<file path="src/rtl/optrom_pkg.sv">
package optrom_pkg;
    localparam int AD_W   = 32;
    localparam int BE_W   = 4;
    localparam int BYTE_W = 8;
    localparam int BYTES  = AD_W / BYTE_W;

    localparam logic [BE_W-1:0] CMD_MRD = 4'b0110;
    localparam logic [BE_W-1:0] CMD_MWR = 4'b0111;
    localparam logic [BE_W-1:0] CMD_MRM = 4'b1100;
    localparam logic [BE_W-1:0] CMD_MRL = 4'b1110;
    localparam logic [BE_W-1:0] CMD_MWI = 4'b1111;

    typedef enum logic [2:0] {
        S_IDLE,
        S_DECODE,
        S_FETCH,
        S_WGAP,
        S_DATA,
        S_DRAIN
    } tstate_e;
endpackage

</file>
<file path="src/rtl/optrom_decode.sv">
module optrom_decode
    import optrom_pkg::*;
#(
    parameter int BASE_W = 12
) (
    input  logic [BASE_W-1:0] addr_hi,
    input  logic [BASE_W-1:0] base,
    input  logic [BE_W-1:0]   cmd,
    input  logic              mem_en,
    input  logic              rom_en,
    output logic              claim_rd,
    output logic              claim_wr
);
    logic open_win;
    logic is_rd;
    logic is_wr;

    always_comb begin
        open_win = mem_en && rom_en && (addr_hi == base);
        // burst read flavours alias onto the plain read
        is_rd    = (cmd == CMD_MRD) || (cmd == CMD_MRM) || (cmd == CMD_MRL);
        is_wr    = (cmd == CMD_MWR) || (cmd == CMD_MWI);
        claim_rd = open_win && is_rd;
        claim_wr = open_win && is_wr;
    end
endmodule

</file>
<file path="src/rtl/optrom_assemble.sv">
module optrom_assemble #(
    parameter int BYTES  = 4,
    parameter int BYTE_W = 8,
    parameter int IDX_W  = 2
) (
    input  logic                      clk,
    input  logic                      rst_n,
    input  logic                      clear,
    input  logic                      load,
    input  logic [IDX_W-1:0]          idx,
    input  logic [BYTE_W-1:0]         byte_in,
    output logic [BYTES*BYTE_W-1:0]   word
);
    logic [BYTES*BYTE_W-1:0] word_d, word_q;

    for (genvar g = 0; g < BYTES; g++) begin : g_lane
        assign word_d[g*BYTE_W +: BYTE_W] =
            clear                       ? '0 :
            (load && idx == IDX_W'(g))  ? byte_in :
                                          word_q[g*BYTE_W +: BYTE_W];
    end

    always_ff @(posedge clk or negedge rst_n) begin
        if (!rst_n) word_q <= '0;
        else        word_q <= word_d;
    end

    assign word = word_q;
endmodule

</file>
<file path="src/rtl/optrom_parity.sv">
module optrom_parity
    import optrom_pkg::*;
(
    input  logic            clk,
    input  logic            rst_n,
    input  logic            drive,
    input  logic [AD_W-1:0] ad,
    input  logic [BE_W-1:0] cbe_n,
    output logic            par,
    output logic            par_oe
);
    logic par_d, par_q, oe_d, oe_q;

    always_comb begin
        par_d = ^{ad, cbe_n};
        oe_d  = drive;
    end

    always_ff @(posedge clk or negedge rst_n) begin
        if (!rst_n) begin
            par_q <= 1'b0;
            oe_q  <= 1'b0;
        end else begin
            par_q <= par_d;
            oe_q  <= oe_d;
        end
    end

    assign par    = par_q;
    assign par_oe = oe_q;
endmodule

</file>
<file path="src/rtl/pci_optrom_target.sv">
module pci_optrom_target
    import optrom_pkg::*;
#(
    parameter int ROM_AW = 20,
    parameter int TMG_W  = 4
) (
    input  logic                   clk,
    input  logic                   rst_n,
    input  logic                   cfg_mem_en,
    input  logic                   cfg_rom_en,
    input  logic [AD_W-ROM_AW-1:0] cfg_rom_base,
    input  logic [TMG_W-1:0]       cfg_rom_tmg,
    input  logic                   frame_n,
    input  logic                   irdy_n,
    input  logic [AD_W-1:0]        ad_in,
    input  logic [BE_W-1:0]        cbe_n,
    output logic [AD_W-1:0]        ad_out,
    output logic                   ad_oe,
    output logic                   devsel_n,
    output logic                   trdy_n,
    output logic                   stop_n,
    output logic                   tgt_oe,
    output logic                   par_out,
    output logic                   par_oe,
    output logic                   fb2b_cap,
    output logic [ROM_AW-1:0]      rom_addr,
    output logic                   rom_oe_n,
    input  logic [BYTE_W-1:0]      rom_data
);
    localparam int IDX_W  = $clog2(BYTES);
    localparam int BASE_W = AD_W - ROM_AW;

    typedef struct packed {
        tstate_e               st;
        logic [AD_W-1:IDX_W]   addr;
        logic [BE_W-1:0]       cmd;
        logic                  frame_prev;
        logic                  devsel;
        logic                  trdy;
        logic                  stop;
        logic                  adoe;
        logic                  tgtoe;
        logic [IDX_W-1:0]      idx;
        logic [TMG_W-1:0]      wcnt;
    } ctl_t;

    localparam ctl_t CTL_RST = '{
        st: S_IDLE, addr: '0, cmd: '0, frame_prev: 1'b1,
        devsel: 1'b0, trdy: 1'b0, stop: 1'b0, adoe: 1'b0, tgtoe: 1'b0,
        idx: '0, wcnt: '0
    };

    ctl_t r_q, r_d;
    logic claim_rd, claim_wr;
    logic asm_clear, asm_load;
    logic [AD_W-1:0] word;

    optrom_decode #(.BASE_W(BASE_W)) u_dec (
        .addr_hi  (r_q.addr[AD_W-1:ROM_AW]),
        .base     (cfg_rom_base),
        .cmd      (r_q.cmd),
        .mem_en   (cfg_mem_en),
        .rom_en   (cfg_rom_en),
        .claim_rd (claim_rd),
        .claim_wr (claim_wr)
    );

    optrom_assemble #(.BYTES(BYTES), .BYTE_W(BYTE_W), .IDX_W(IDX_W)) u_asm (
        .clk     (clk),
        .rst_n   (rst_n),
        .clear   (asm_clear),
        .load    (asm_load),
        .idx     (r_q.idx),
        .byte_in (rom_data),
        .word    (word)
    );

    optrom_parity u_par (
        .clk    (clk),
        .rst_n  (rst_n),
        .drive  (r_q.adoe),
        .ad     (word),
        .cbe_n  (cbe_n),
        .par    (par_out),
        .par_oe (par_oe)
    );

    always_comb begin
        r_d            = r_q;
        r_d.frame_prev = frame_n;
        asm_clear      = 1'b0;
        asm_load       = 1'b0;

        unique case (r_q.st)
            S_IDLE: begin
                // a falling FRAME marks an address phase, idle clock or not
                if (!frame_n && r_q.frame_prev) begin
                    r_d.addr = ad_in[AD_W-1:IDX_W];
                    r_d.cmd  = cbe_n;
                    r_d.st   = S_DECODE;
                end
            end
            S_DECODE: begin
                if (claim_rd) begin
                    r_d.st     = S_FETCH;
                    r_d.devsel = 1'b1;
                    r_d.adoe   = 1'b1;
                    r_d.idx    = '0;
                    r_d.wcnt   = cfg_rom_tmg;
                    asm_clear  = 1'b1;
                end else if (claim_wr) begin
                    r_d.st     = S_WGAP;
                    r_d.devsel = 1'b1;
                end else begin
                    r_d.st     = S_IDLE;
                end
            end
            S_FETCH: begin
                if (r_q.wcnt == '0) begin
                    asm_load = 1'b1;
                    if (r_q.idx == IDX_W'(BYTES - 1)) begin
                        r_d.st   = S_DATA;
                        r_d.trdy = 1'b1;
                        r_d.stop = !frame_n;
                    end else begin
                        r_d.idx  = r_q.idx + 1'b1;
                        r_d.wcnt = cfg_rom_tmg;
                    end
                end else begin
                    r_d.wcnt = r_q.wcnt - 1'b1;
                end
            end
            S_WGAP: begin
                r_d.st   = S_DATA;
                r_d.trdy = 1'b1;
                r_d.stop = !frame_n;
            end
            S_DATA: begin
                if (!irdy_n) begin
                    r_d.trdy = 1'b0;
                    r_d.adoe = 1'b0;
                    if (frame_n) begin
                        r_d.st     = S_IDLE;
                        r_d.devsel = 1'b0;
                        r_d.stop   = 1'b0;
                    end else begin
                        r_d.st   = S_DRAIN;
                        r_d.stop = 1'b1;
                    end
                end
            end
            S_DRAIN: begin
                if (frame_n && !irdy_n) begin
                    r_d.st     = S_IDLE;
                    r_d.devsel = 1'b0;
                    r_d.stop   = 1'b0;
                end
            end
            default: r_d = CTL_RST;
        endcase

        // keep driving the control lines high for one turnaround clock
        r_d.tgtoe = r_d.devsel || r_q.devsel;
    end

    always_ff @(posedge clk or negedge rst_n) begin
        if (!rst_n) r_q <= CTL_RST;
        else        r_q <= r_d;
    end

    assign ad_out   = word;
    assign ad_oe    = r_q.adoe;
    assign devsel_n = !r_q.devsel;
    assign trdy_n   = !r_q.trdy;
    assign stop_n   = !r_q.stop;
    assign tgt_oe   = r_q.tgtoe;
    assign fb2b_cap = 1'b1;
    assign rom_addr = {r_q.addr[ROM_AW-1:IDX_W], r_q.idx};
    assign rom_oe_n = (r_q.st != S_FETCH);
endmodule

</file>
<file path="config.mk">
export PLATFORM = sky130hd
export DESIGN_NAME = pci_optrom_target
export DESIGN_NICKNAME = d
export VERILOG_FILES = /design/src/rtl/optrom_pkg.sv /design/src/rtl/optrom_decode.sv /design/src/rtl/optrom_assemble.sv /design/src/rtl/optrom_parity.sv /design/src/rtl/pci_optrom_target.sv
export SDC_FILE = /design/constraint.sdc
export NUM_CORES = 1
export LEC_CHECK = 0
export BUFFER_PORTS_ARGS = -buffer_cell sky130_fd_sc_hd__buf_2
export CORE_MARGIN = 1.5
export CORE_UTILIZATION = 25
export DETAILED_ROUTE_END_ITERATION = 10
export HOLD_SLACK_MARGIN = 0.05
export SYNTH_ARGS = -nofsm -noshare
export SYNTH_HDL_FRONTEND = slang
export SYNTH_SLANG_ARGS = --single-unit
</file>
<file path="constraint.sdc">
create_clock -name clk -period 3.2 [get_ports clk]
set_clock_uncertainty 0.1 [all_clocks]
set_input_delay 0.8 -clock clk [delete_from_list [all_inputs] [get_ports clk]]
set_output_delay 0.8 -clock clk [all_outputs]
set_load 0.05 [all_outputs]
</file>
==> impl_metrics.json <==
{
  "status": "completed",
  "cts_hold_buf": 0,
  "routed_wl_um": 11000,
  "final_hold_viol_count": 0,
  "drv_slew": 0,
  "die_area_mm2": 0.0170,
  "synth_area_per_cell_um2": 10.2,
  "fin_nets": 569,
  "max_stage_delay_ns": 0.53,
  "post_cts_resized": 0,
  "finalSetupViolCount": 0,
  "synth_most_common_cell": "dfrtp_1",
  "antenna_found_initial": 1,
  "syn_to_final_growth_pct": 24.8,
  "worstPathCellList": "or3b_1, nor4_1, nand4_1, nor3_4, buf_4, a21oi_1",
  "vias_per_cell": 4.61,
  "slew_headroom_pct": 32.8,
  "worst_ir_drop_vdd_mv": 0.243,
  "port-buffer-count": 123,
  "core.rowCount": 46,
  "yosysSeqAreaShare_pct": 51.3,
  "synthFlopType": "dfrtp_1",
  "synth_top_family_by_area": "compound AO/OA/AOI/OAI gates",
  "dr_total_vias": 3313,
  "yosysWarnings": 0,
  "core_mm2": 0.0159,
  "die_width_um": 130,
  "yosys.area.top_type_share_pct": 50.6,
  "area.sequential_mm2": 0.00208,
  "grt_setup_unrepaired": "no",
  "worstPathRequired_ns": 3.31,
  "initial_core_util_pct": 25.5,
  "cts_setup_buffers": 0,
  "p_leak_nw": 2.36,
  "cp-start-kind": "flop",
  "grt_pass1_vias": 3125,
  "cts_tree": "done",
  "tightestPinTransition_ns": 1.01,
  "grt_max_degree": 44,
  "dpl_cell_area_mm2": 0.00477,
  "clk_path_buf_depth": 2,
  "clk_latency_ns": 0.33,
  "critPathTopFamily": "simple AND/OR/NAND/NOR gates",
  "yosys.area_share.simple_pct": 12.0,
  "firstDrtPassIters": 4,
  "clock_sinks": 83,
  "worst-path-buf-inv": 1,
  "ys_types": 40,
  "drt-initial-drc-count": 309,
  "final_core_util_pct": 31.8,
  "slowest_stage": "dfrtp_1",
  "min_path_type": "flop to flop",
  "dp_hpwl_um": 7960,
  "cellPowerDensity_mw_per_mm2": 510,
  "synth_fa_ha_area_share_pct": 1.85,
  "cts_htree_levels": 3,
  "gp_congestion": 0.784,
  "synth_common_cells": "dfrtp_1 (82), nand2_1 (45), a21oi_1 (41)",
  "synth_edf_count": 0,
  "tns_ns": 0,
  "synth_compound_area_share_pct": 16.3,
  "synth_xor_area_share_pct": 10.4,
  "grt.total_usage_pct": 12.9,
  "synthMuxAreaShare_pct": 1.05,
  "fin_area_mm2": 0.00506,
  "synthTopCellsByArea": "dfrtp_1 (51%), a22o_1 (7.6%), xnor2_1 (7.1%), a21oi_1 (5.1%), nand3_1 (4.2%)",
  "fillCellCount": 1640,
  "ant_nets": 0,
  "drive_above_1_share_pct": 29.7,
  "multiInputGateArea_mm2": 0.00170,
  "ys_ff_latch": 83,
  "syn_nets": 471,
  "synthesis.area_mm2": 0.00405,
  "cts_root_buf": "clkbuf_16",
  "min_period_over_period_pct": 82.7,
  "grt_first_pass_wirelength_um": 16800,
  "num_io_pins": 127,
  "cts-buffers-inserted": 9,
  "wl_per_cell_um": 15.2,
  "worstSetupPathType": "flop to flop",
  "timing.fmax_ghz": 0.378,
  "grt-ovfl-total": 0,
  "die_h_um": 130,
  "clkTransAtPathRegs_ns": 0.06,
  "fin_crit_ns": 2.65,
  "cp_max_fo": 33,
  "syn_inst": 399,
  "async_flop_share_pct": 100,
  "yosysTopAreaCell": "dfrtp_1",
  "critPathArrivalTime_ns": 2.75,
  "cap_violations": 0,
  "route.detailed.drc": 0,
  "cp-end-kind": "flop"
}
[per-stage QoR]
stage               setup WS (ns)  hold slack (ns)  power (mW)  instances
floorplan                   0.765            0.366        1.49        399
global placement            0.469            0.293        1.57        702
detailed placement          0.398            0.293        1.58        702
CTS                         0.503            0.306        2.62        718
global route                0.359            0.324        2.70        718
finish                      0.553            0.301        2.58        719
[path summary, 6_finish.rpt]
kind,slack [ns],end,start,cells after the start
hold reg to reg,0.30,u_par.par_oe$_DFF_PN0_,ad_oe$_DFFE_PN0P_,0
hold / removal,0.30,u_par.par_oe$_DFF_PN0_,ad_oe$_DFFE_PN0P_,0
min in group asynchronous,0.37,u_par.par$_DFF_PN0_,rst_n,1
setup / recovery,0.55,u_asm.word[14]$_DFFE_PN0P_,r_q[48]$_DFFE_PN0P_,6
setup reg to reg,0.55,u_asm.word[14]$_DFFE_PN0P_,r_q[48]$_DFFE_PN0P_,6
max in group asynchronous,1.93,r_q[11]$_DFF_PN1_,rst_n,2
[report_power, final]
part           switching [mW]  internal, mW  total [mW]
Combinational           0.260         0.133       0.394
Clock                   0.414         0.603        1.02
Sequential             0.0486          1.12        1.17
Total                   0.723          1.86        2.58
[state kept, by name (all words and copies together), names as in the netlist]
signal        count
rom_addr         20
r_q              27
u_par.par         1
ad_oe             1
tgt_oe            1
u_par.par_oe      1
u_asm.word       32
[cell families (layout without fill, tap and decap cells)]
family | count (synthesis) | after routing
AOI/OAI and AO/OA | 99 | 99
and+or+nand+nor | 104 | 104
DFF | 83 | 83
other | 1 | 2
buffers and inverters | 54 | 157
adders and majority gates | 6 | 6
xor gates and xnor gates | 48 | 48
muxes | 4 | 4
[final cells by class]
cell class	count	area share, %
Multi-Input combinational cell	262	33.7
Antenna cell	1	0.0495
Inverter	13	0.965
Tap cell	216	5.35
Timing Repair Buffer	128	13.2
Clock inverter	5	1.06
Sequential cell	83	41.1
Clock buffer	11	4.60
[cells in the final DEF, fill, tap and decap left out, types with 3 or more instances in the layout]
master and instances:
buf_2 122, dfrtp_1 82, nand2_1 45, a21oi_1 40, a22o_1 35, nand3_1 34, xnor2_1 33, xor2_1 15
inv_1 13, o21ai_0 10, clkbuf_16 9, nor2_1 8, ha_1 6, buf_4 5, nor3_1 4, nor4_1 3
clkinv_2 3
[routing by layer]
layer	wire (µm)	vias to the layer above	track usage, %	part of all wire, %
met3	671	10	3.94	6.1
met2	5380	107	20.1	49
met1	4790	1634	17.0	44
met5	0	-	0	0
met4	113	0	4.64	1.0
li1	-	1562	-	-
(Power assumes the default switching activity.)
